### src/rtl/hpt_pkg.sv
package hpt_pkg;
  localparam int VSID_W    = 24;
  localparam int API_W     = 6;
  localparam int WORD_W    = 32;
  // first-word layout
  localparam int W0_SEL    = API_W;
  localparam int W0_VSIDLO = API_W + 1;
  localparam int W0_VALID  = W0_VSIDLO + VSID_W;
  // second-word layout
  localparam int W1_REF    = 8;
  localparam int W1_CHG    = 7;
  localparam int PG_BITS   = 12;

  typedef enum logic [2:0] {
    ST_IDLE = 3'd0,
    ST_RD0  = 3'd1,
    ST_CMP  = 3'd2,
    ST_UPD  = 3'd3,
    ST_WB   = 3'd4,
    ST_FIN  = 3'd5
  } walk_st_e;
endpackage

### src/rtl/hpt_group_addr.sv
module hpt_group_addr #(
  parameter int AW      = 32,
  parameter int HASH_W  = 19,
  parameter int PIDX_W  = 16,
  parameter int GRP_LSB = 6
) (
  input  logic [hpt_pkg::VSID_W-1:0] vsid,
  input  logic [PIDX_W-1:0]          pidx,
  input  logic                       second,
  input  logic [AW-1:0]              base,
  input  logic [AW-1:0]              mask,
  output logic [AW-1:0]              grp_addr
);
  logic [HASH_W-1:0] h1, hsel;
  logic [AW-1:0]     hx;

  always_comb begin
    h1       = vsid[HASH_W-1:0] ^ {{(HASH_W-PIDX_W){1'b0}}, pidx};
    hsel     = second ? ~h1 : h1;
    hx       = {{(AW-HASH_W){1'b0}}, hsel} << GRP_LSB;
    grp_addr = base | (hx & mask);
  end
endmodule

### src/rtl/hpt_tag_cmp.sv
module hpt_tag_cmp (
  input  logic [hpt_pkg::WORD_W-1:0] w0,
  input  logic [hpt_pkg::VSID_W-1:0] vsid,
  input  logic [hpt_pkg::API_W-1:0]  api,
  input  logic                       pass,
  output logic                       hit
);
  import hpt_pkg::*;
  logic vld, sel_ok, vs_ok, api_ok;

  always_comb begin
    vld    = w0[W0_VALID];
    sel_ok = (w0[W0_SEL] == pass);
    vs_ok  = (w0[W0_VALID-1:W0_VSIDLO] == vsid);
    api_ok = (w0[API_W-1:0] == api);
    hit    = vld & sel_ok & vs_ok & api_ok;
  end
endmodule

### src/rtl/hpt_refchg.sv
module hpt_refchg (
  input  logic [hpt_pkg::WORD_W-1:0] w1_old,
  input  logic                       store,
  output logic [hpt_pkg::WORD_W-1:0] w1_new,
  output logic                       need_wb,
  output logic                       wr_perm
);
  import hpt_pkg::*;

  always_comb begin
    w1_new         = w1_old;
    w1_new[W1_REF] = 1'b1;
    if (store) w1_new[W1_CHG] = 1'b1;
    need_wb        = (w1_new != w1_old);
    // loads on a clean page get read-only so the first store walks again
    wr_perm        = store | w1_old[W1_CHG];
  end

  always_comb begin
    if (need_wb) assert (w1_new[W1_REF]) else $error("p_wb_sets_ref_r6");
  end
endmodule

### src/rtl/hpt_walker.sv
module hpt_walker #(
  parameter int AW          = 32,
  parameter int HASH_W      = 19,
  parameter int GRP_ENTRIES = 8,
  parameter int ENT_BYTES   = 8
) (
  input  logic                       clk,
  input  logic                       rst_n,
  input  logic                       start,
  input  logic [hpt_pkg::VSID_W-1:0] vsid,
  input  logic [AW-1:0]              eaddr,
  input  logic                       is_store,
  input  logic [AW-1:0]              tbl_base,
  input  logic [AW-1:0]              tbl_mask,
  output logic                       busy,
  output logic                       done,
  output logic                       not_found,
  output logic [AW-1:0]              real_addr,
  output logic [1:0]                 pp,
  output logic                       wr_ok,
  output logic                       mem_rd,
  output logic                       mem_wr,
  output logic [AW-3:0]              mem_addr,
  output logic [hpt_pkg::WORD_W-1:0] mem_wdata,
  input  logic [hpt_pkg::WORD_W-1:0] mem_rdata
);
  import hpt_pkg::*;

  localparam int IDX_W   = $clog2(GRP_ENTRIES);
  localparam int GRP_LSB = $clog2(GRP_ENTRIES * ENT_BYTES);
  localparam int WA_W    = AW - 2;
  localparam int PIDX_W  = 28 - PG_BITS;
  localparam logic [IDX_W-1:0] LAST_IDX = IDX_W'(GRP_ENTRIES - 1);

  // reset: asynchronous assert, synchronous release
  logic [1:0] rsync_q;
  logic       rst_sn;
  always_ff @(posedge clk or negedge rst_n) begin
    if (!rst_n) rsync_q <= 2'b00;
    else        rsync_q <= {rsync_q[0], 1'b1};
  end
  assign rst_sn = rsync_q[1];

  walk_st_e              st_q, st_d;
  logic [IDX_W-1:0]      idx_q, idx_d;
  logic                  pass_q, pass_d;
  logic [VSID_W-1:0]     vsid_q;
  logic [AW-1:0]         ea_q, base_q, mask_q;
  logic                  store_q;
  logic                  nf_q, nf_d;
  logic [AW-1:0]         ra_q;
  logic [1:0]            pp_q;
  logic                  wok_q;
  logic [WORD_W-1:0]     w1n_q;
  logic                  req_en, res_en;

  logic [AW-1:0]         grp_addr;
  logic                  tag_hit;
  logic [WORD_W-1:0]     w1_new;
  logic                  need_wb, wr_perm;

  hpt_group_addr #(
    .AW(AW), .HASH_W(HASH_W), .PIDX_W(PIDX_W), .GRP_LSB(GRP_LSB)
  ) u_gaddr (
    .vsid    (vsid_q),
    .pidx    (ea_q[PG_BITS+PIDX_W-1:PG_BITS]),
    .second  (pass_q),
    .base    (base_q),
    .mask    (mask_q),
    .grp_addr(grp_addr)
  );

  hpt_tag_cmp u_tag (
    .w0  (mem_rdata),
    .vsid(vsid_q),
    .api (ea_q[PG_BITS+PIDX_W-1:PG_BITS+PIDX_W-API_W]),
    .pass(pass_q),
    .hit (tag_hit)
  );

  hpt_refchg u_rc (
    .w1_old (mem_rdata),
    .store  (store_q),
    .w1_new (w1_new),
    .need_wb(need_wb),
    .wr_perm(wr_perm)
  );

  // next-state
  always_comb begin
    st_d   = st_q;
    idx_d  = idx_q;
    pass_d = pass_q;
    nf_d   = nf_q;
    req_en = 1'b0;
    res_en = 1'b0;
    case (st_q)
      ST_IDLE: if (start) begin
        req_en = 1'b1;
        idx_d  = '0;
        pass_d = 1'b0;
        nf_d   = 1'b0;
        st_d   = ST_RD0;
      end
      ST_RD0: st_d = ST_CMP;
      ST_CMP: begin
        if (tag_hit) begin
          st_d = ST_UPD;
        end else if (idx_q != LAST_IDX) begin
          idx_d = idx_q + 1'b1;
          st_d  = ST_RD0;
        end else if (!pass_q) begin
          idx_d  = '0;
          pass_d = 1'b1;
          st_d   = ST_RD0;
        end else begin
          nf_d = 1'b1;
          st_d = ST_FIN;
        end
      end
      ST_UPD: begin
        res_en = 1'b1;
        st_d   = need_wb ? ST_WB : ST_FIN;
      end
      ST_WB:   st_d = ST_FIN;
      ST_FIN:  st_d = ST_IDLE;
      default: st_d = ST_IDLE;
    endcase
  end

  // registers
  always_ff @(posedge clk or negedge rst_sn) begin
    if (!rst_sn) begin
      st_q   <= ST_IDLE;
      idx_q  <= '0;
      pass_q <= 1'b0;
      nf_q   <= 1'b0;
    end else begin
      st_q   <= st_d;
      idx_q  <= idx_d;
      pass_q <= pass_d;
      nf_q   <= nf_d;
    end
  end

  always_ff @(posedge clk or negedge rst_sn) begin
    if (!rst_sn) begin
      vsid_q  <= '0;
      ea_q    <= '0;
      base_q  <= '0;
      mask_q  <= '0;
      store_q <= 1'b0;
    end else if (req_en) begin
      vsid_q  <= vsid;
      ea_q    <= eaddr;
      base_q  <= tbl_base;
      mask_q  <= tbl_mask;
      store_q <= is_store;
    end
  end

  always_ff @(posedge clk or negedge rst_sn) begin
    if (!rst_sn) begin
      ra_q  <= '0;
      pp_q  <= '0;
      wok_q <= 1'b0;
      w1n_q <= '0;
    end else if (res_en) begin
      ra_q  <= {mem_rdata[AW-1:PG_BITS], ea_q[PG_BITS-1:0]};
      pp_q  <= mem_rdata[1:0];
      wok_q <= wr_perm;
      w1n_q <= w1_new;
    end
  end

  // memory port
  logic [WA_W-1:0] grp_word;
  logic            odd_word;
  always_comb begin
    grp_word  = grp_addr[AW-1:2];
    odd_word  = (st_q != ST_RD0);
    mem_addr  = grp_word + {{(WA_W-IDX_W-1){1'b0}}, idx_q, odd_word};
    mem_rd    = (st_q == ST_RD0) || (st_q == ST_CMP && tag_hit);
    mem_wr    = (st_q == ST_WB);
    mem_wdata = w1n_q;
  end

  assign busy      = (st_q != ST_IDLE);
  assign done      = (st_q == ST_FIN);
  assign not_found = nf_q;
  assign real_addr = ra_q;
  assign pp        = pp_q;
  assign wr_ok     = wok_q;

  // assertions
  p_done_pulse_r10: assert property (@(posedge clk) disable iff (!rst_sn)
    done |=> !done);
  p_rd_wr_excl_r7: assert property (@(posedge clk) disable iff (!rst_sn)
    !(mem_rd && mem_wr));
  p_wb_then_done_r7: assert property (@(posedge clk) disable iff (!rst_sn)
    mem_wr |=> done);
  p_wb_has_ref_r6: assert property (@(posedge clk) disable iff (!rst_sn)
    mem_wr |-> mem_wdata[W1_REF]);
  p_miss_no_write_r4: assert property (@(posedge clk) disable iff (!rst_sn)
    (done && not_found) |-> !$past(mem_wr));
  p_store_wok_r8: assert property (@(posedge clk) disable iff (!rst_sn)
    (done && !not_found && store_q) |-> wr_ok);
  p_start_ignored_r10: assert property (@(posedge clk) disable iff (!rst_sn)
    (busy && start) |=> $stable(vsid_q) && $stable(ea_q));
endmodule

### config.mk
export PLATFORM = sky130hd
export DESIGN_NAME = hpt_walker
export DESIGN_NICKNAME = d
export VERILOG_FILES = /design/src/rtl/hpt_pkg.sv /design/src/rtl/hpt_group_addr.sv /design/src/rtl/hpt_tag_cmp.sv /design/src/rtl/hpt_refchg.sv /design/src/rtl/hpt_walker.sv
export SDC_FILE = /design/constraint.sdc
export NUM_CORES = 1
export LEC_CHECK = 0
export BUFFER_PORTS_ARGS = -buffer_cell sky130_fd_sc_hd__buf_2
export CAP_MARGIN = 40
export CORE_MARGIN = 4
export CORE_UTILIZATION = 48
export DETAILED_ROUTE_END_ITERATION = 16
export GPL_TIMING_DRIVEN = 0
export PLACE_DENSITY_LB_ADDON = 0.08
export SLEW_MARGIN = 20
export SYNTH_ARGS = -nofsm -noshare
export SYNTH_HDL_FRONTEND = slang
export SYNTH_HIERARCHICAL = 1
export SYNTH_SLANG_ARGS = --single-unit
### constraint.sdc
create_clock -name clk -period 5.85 [get_ports clk]
set_clock_uncertainty 0.2 [all_clocks]
set_input_delay 0.585 -clock clk [delete_from_list [all_inputs] [get_ports clk]]
set_output_delay 0.585 -clock clk [all_outputs]
set_load 0.05 [all_outputs]
==> qor.csv <==
stage;metric;value;unit
finish;number of fill cells;1463;
global_routing;GR Util met3;5.458;%
setup_path;CP required;5070;ps
floorplanning;row cnt;49;
setup_path;Worst R2R Setup Slack;3270;ps
clock_tree;CTS tree;done;
clock_tree;root buffer cell;clkbuf_16;
drt;# DRC;0;
synthesis;syn avg cell area;13.98;um^2
placed_design;I/O Buffers;238;
drt;1st-iter DRT viols;197;
worst_hold_path;type of the tightest min-delay check;reg2async;
global_routing;vias in the first global route;6254;
finish;design area;10980;um^2
floorplanning;initial core utilization;49.00;%
clock_tree;Worst-Skew Late Latency;430;ps
clock_tree;clock sink total;179;
clock_tree;CTS Buf Count;17;
floorplanning;DIE AREA;20640;um^2
global_routing;GR Layer Usage met2;36.60;%
placed_design;dpl hpwl;17.48;mm
timing;final setup fails;0;
drt;Via density;5.131;
synthesis;Synth Net Count;795;
setup_path;CP arrival;3390;ps
setup_path;reg2reg end;idx_q[0];
timing;final hold vios;0;
placed_design;placed instance area;10380;um^2
synthesis;area of the mapped netlist;8832;um^2
finish;final core utilization;60.92;%
floorplanning;Core ar.;18020;um^2
drt;antenna-violating nets left;0;
floorplanning;Die X;143.7;um
timing;Final Cycle Share;71.34;%
job;maxcap violations;0;
synthesis;Synth warnings;6;
setup_path;Setup crit end kind;output pin;
global_routing;grt peak-use layer;met2;
global_routing;grt ovf;0;
timing;RSZ-0062 raised after global routing;false;
global_routing;M1 GR Usage;28.47;%
global_routing;first-pass GRT wire length;34.19;mm
global_routing;Overall Global Routing Usage;21.78;%
status;status;finished, final reports clean;
finish;final net count;1056;
timing;Rel. slew slack;57.39;%
setup_path;worst flop-to-flop path startpoint;vsid_q[6];
clock_tree;post-CTS setup buffer count;0;
finish;most frequent cells in the layout;buf_2 (247), dfrtp_1 (178), mux2_2 (135);
clock_tree;number of hold buffers added after CTS;1;
timing;fmax;0.2396;GHz
placed_design;Final GP Congestion;0.8423;
timing;Final min period;4173;ps
timing;worst slew pin tran;630.3;ps
drt;WL per Instance;19.27;um
drt;routed wire length;21.90;mm
clock_tree;H-tree depth;4;
setup_path;crit-path max FO;10;
setup_path;Setup CP Type;reg2out;
finish;layout cells sized above 1;54.97;%
clock_tree;clock slew at reported path FFs;70;ps
global_routing;initial antenna violation count;2;
global_routing;largest net degree at the start of global routing;59;
timing;Final Slew Violations;0;
drt;via count;5829;
floorplanning;# IOs;258;
finish;layout overhead on the synthesized area;24.32;%
synthesis;gate count of the mapped netlist;632;
floorplanning;Die Y;143.7;um
drt;Initial DRT Pass Iterations;5;
finish;commonest non-fill, non-tap cell in the layout;buf_2;
setup_path;worst-case reg-to-reg path depth;7;
setup_path;Startpoint Class;register;
clock_tree;post-CTS sizing;0;
clock_tree;clock buffer depth;2;
stage by stage:
step | TNS [ps] | cells | hold WS (ps) | worst slack, ps
floorplan | 0 | 632 | 89.41 | 292.9
global placement | -256730 | 1099 | 139.3 | -1466
detailed placement | 0 | 1102 | 144.4 | 2155
CTS | 0 | 1135 | 152.7 | 1673
global route | 0 | 1136 | 156.8 | 1513
finish | 0 | 1136 | 134.5 | 1677
final cells by class:
type / instances / area, um^2 / share of cell area, %
clock buffer: 17 / 425.4 / 3.874
antenna: 1 / 2.502 / 0.02279
inverter: 7 / 26.28 / 0.2393
tap: 229 / 286.5 / 2.609
multi-input combinational: 377 / 3775 / 34.38
clock inverter: 15 / 161.4 / 1.470
timing repair buffer: 242 / 1269 / 11.55
sequential: 179 / 4483 / 40.83
buffer: 69 / 551.8 / 5.025
worst max-delay path: stages, from the launching register on:
cell and delay (ps):
dfrtp_1 480, buf_6 200, buf_8 150, xor3_1 470
a21o_1 220, nand3_1 180, or4_4 560, nor4_2 180
xor2_1 220, buf_2 300
sequential cells by signal, summed over array words and instances, names as in the netlist, 2 cells and up:
register and cells:
real_addr 32, mask_q 19, rsync_q 2, base_q 30
idx_q 3, pp 2, vsid_q 24, st_q 3
mem_wdata 32, ea_q 28
per-layer routing:
metal / part of all wire (%) / vias up
met5: 0.032 / -
met4: 1.5 / 2
met3: 7.0 / 23
met2: 49 / 178
met1: 42 / 2905
li1: - / 2721
worst max-delay path by stage:
stage	start	endpoint	slack (ps)	cells past startpoint
finish	pass_q	mem_addr[29]	1680	9
global route	pass_q	mem_addr[28]	1510	9
CTS	pass_q	mem_addr[29]	1670	9
detailed placement	pass_q	mem_addr[29]	2150	9
global placement	rsync_q[1]	mem_wdata[29]	-1470	0
floorplan	rsync_q[1]	base_q[10]	290	0
Power is left out: the tool's default activity adds up to more than one toggle a clock period on the data nets, which glitch-free logic cannot reach.
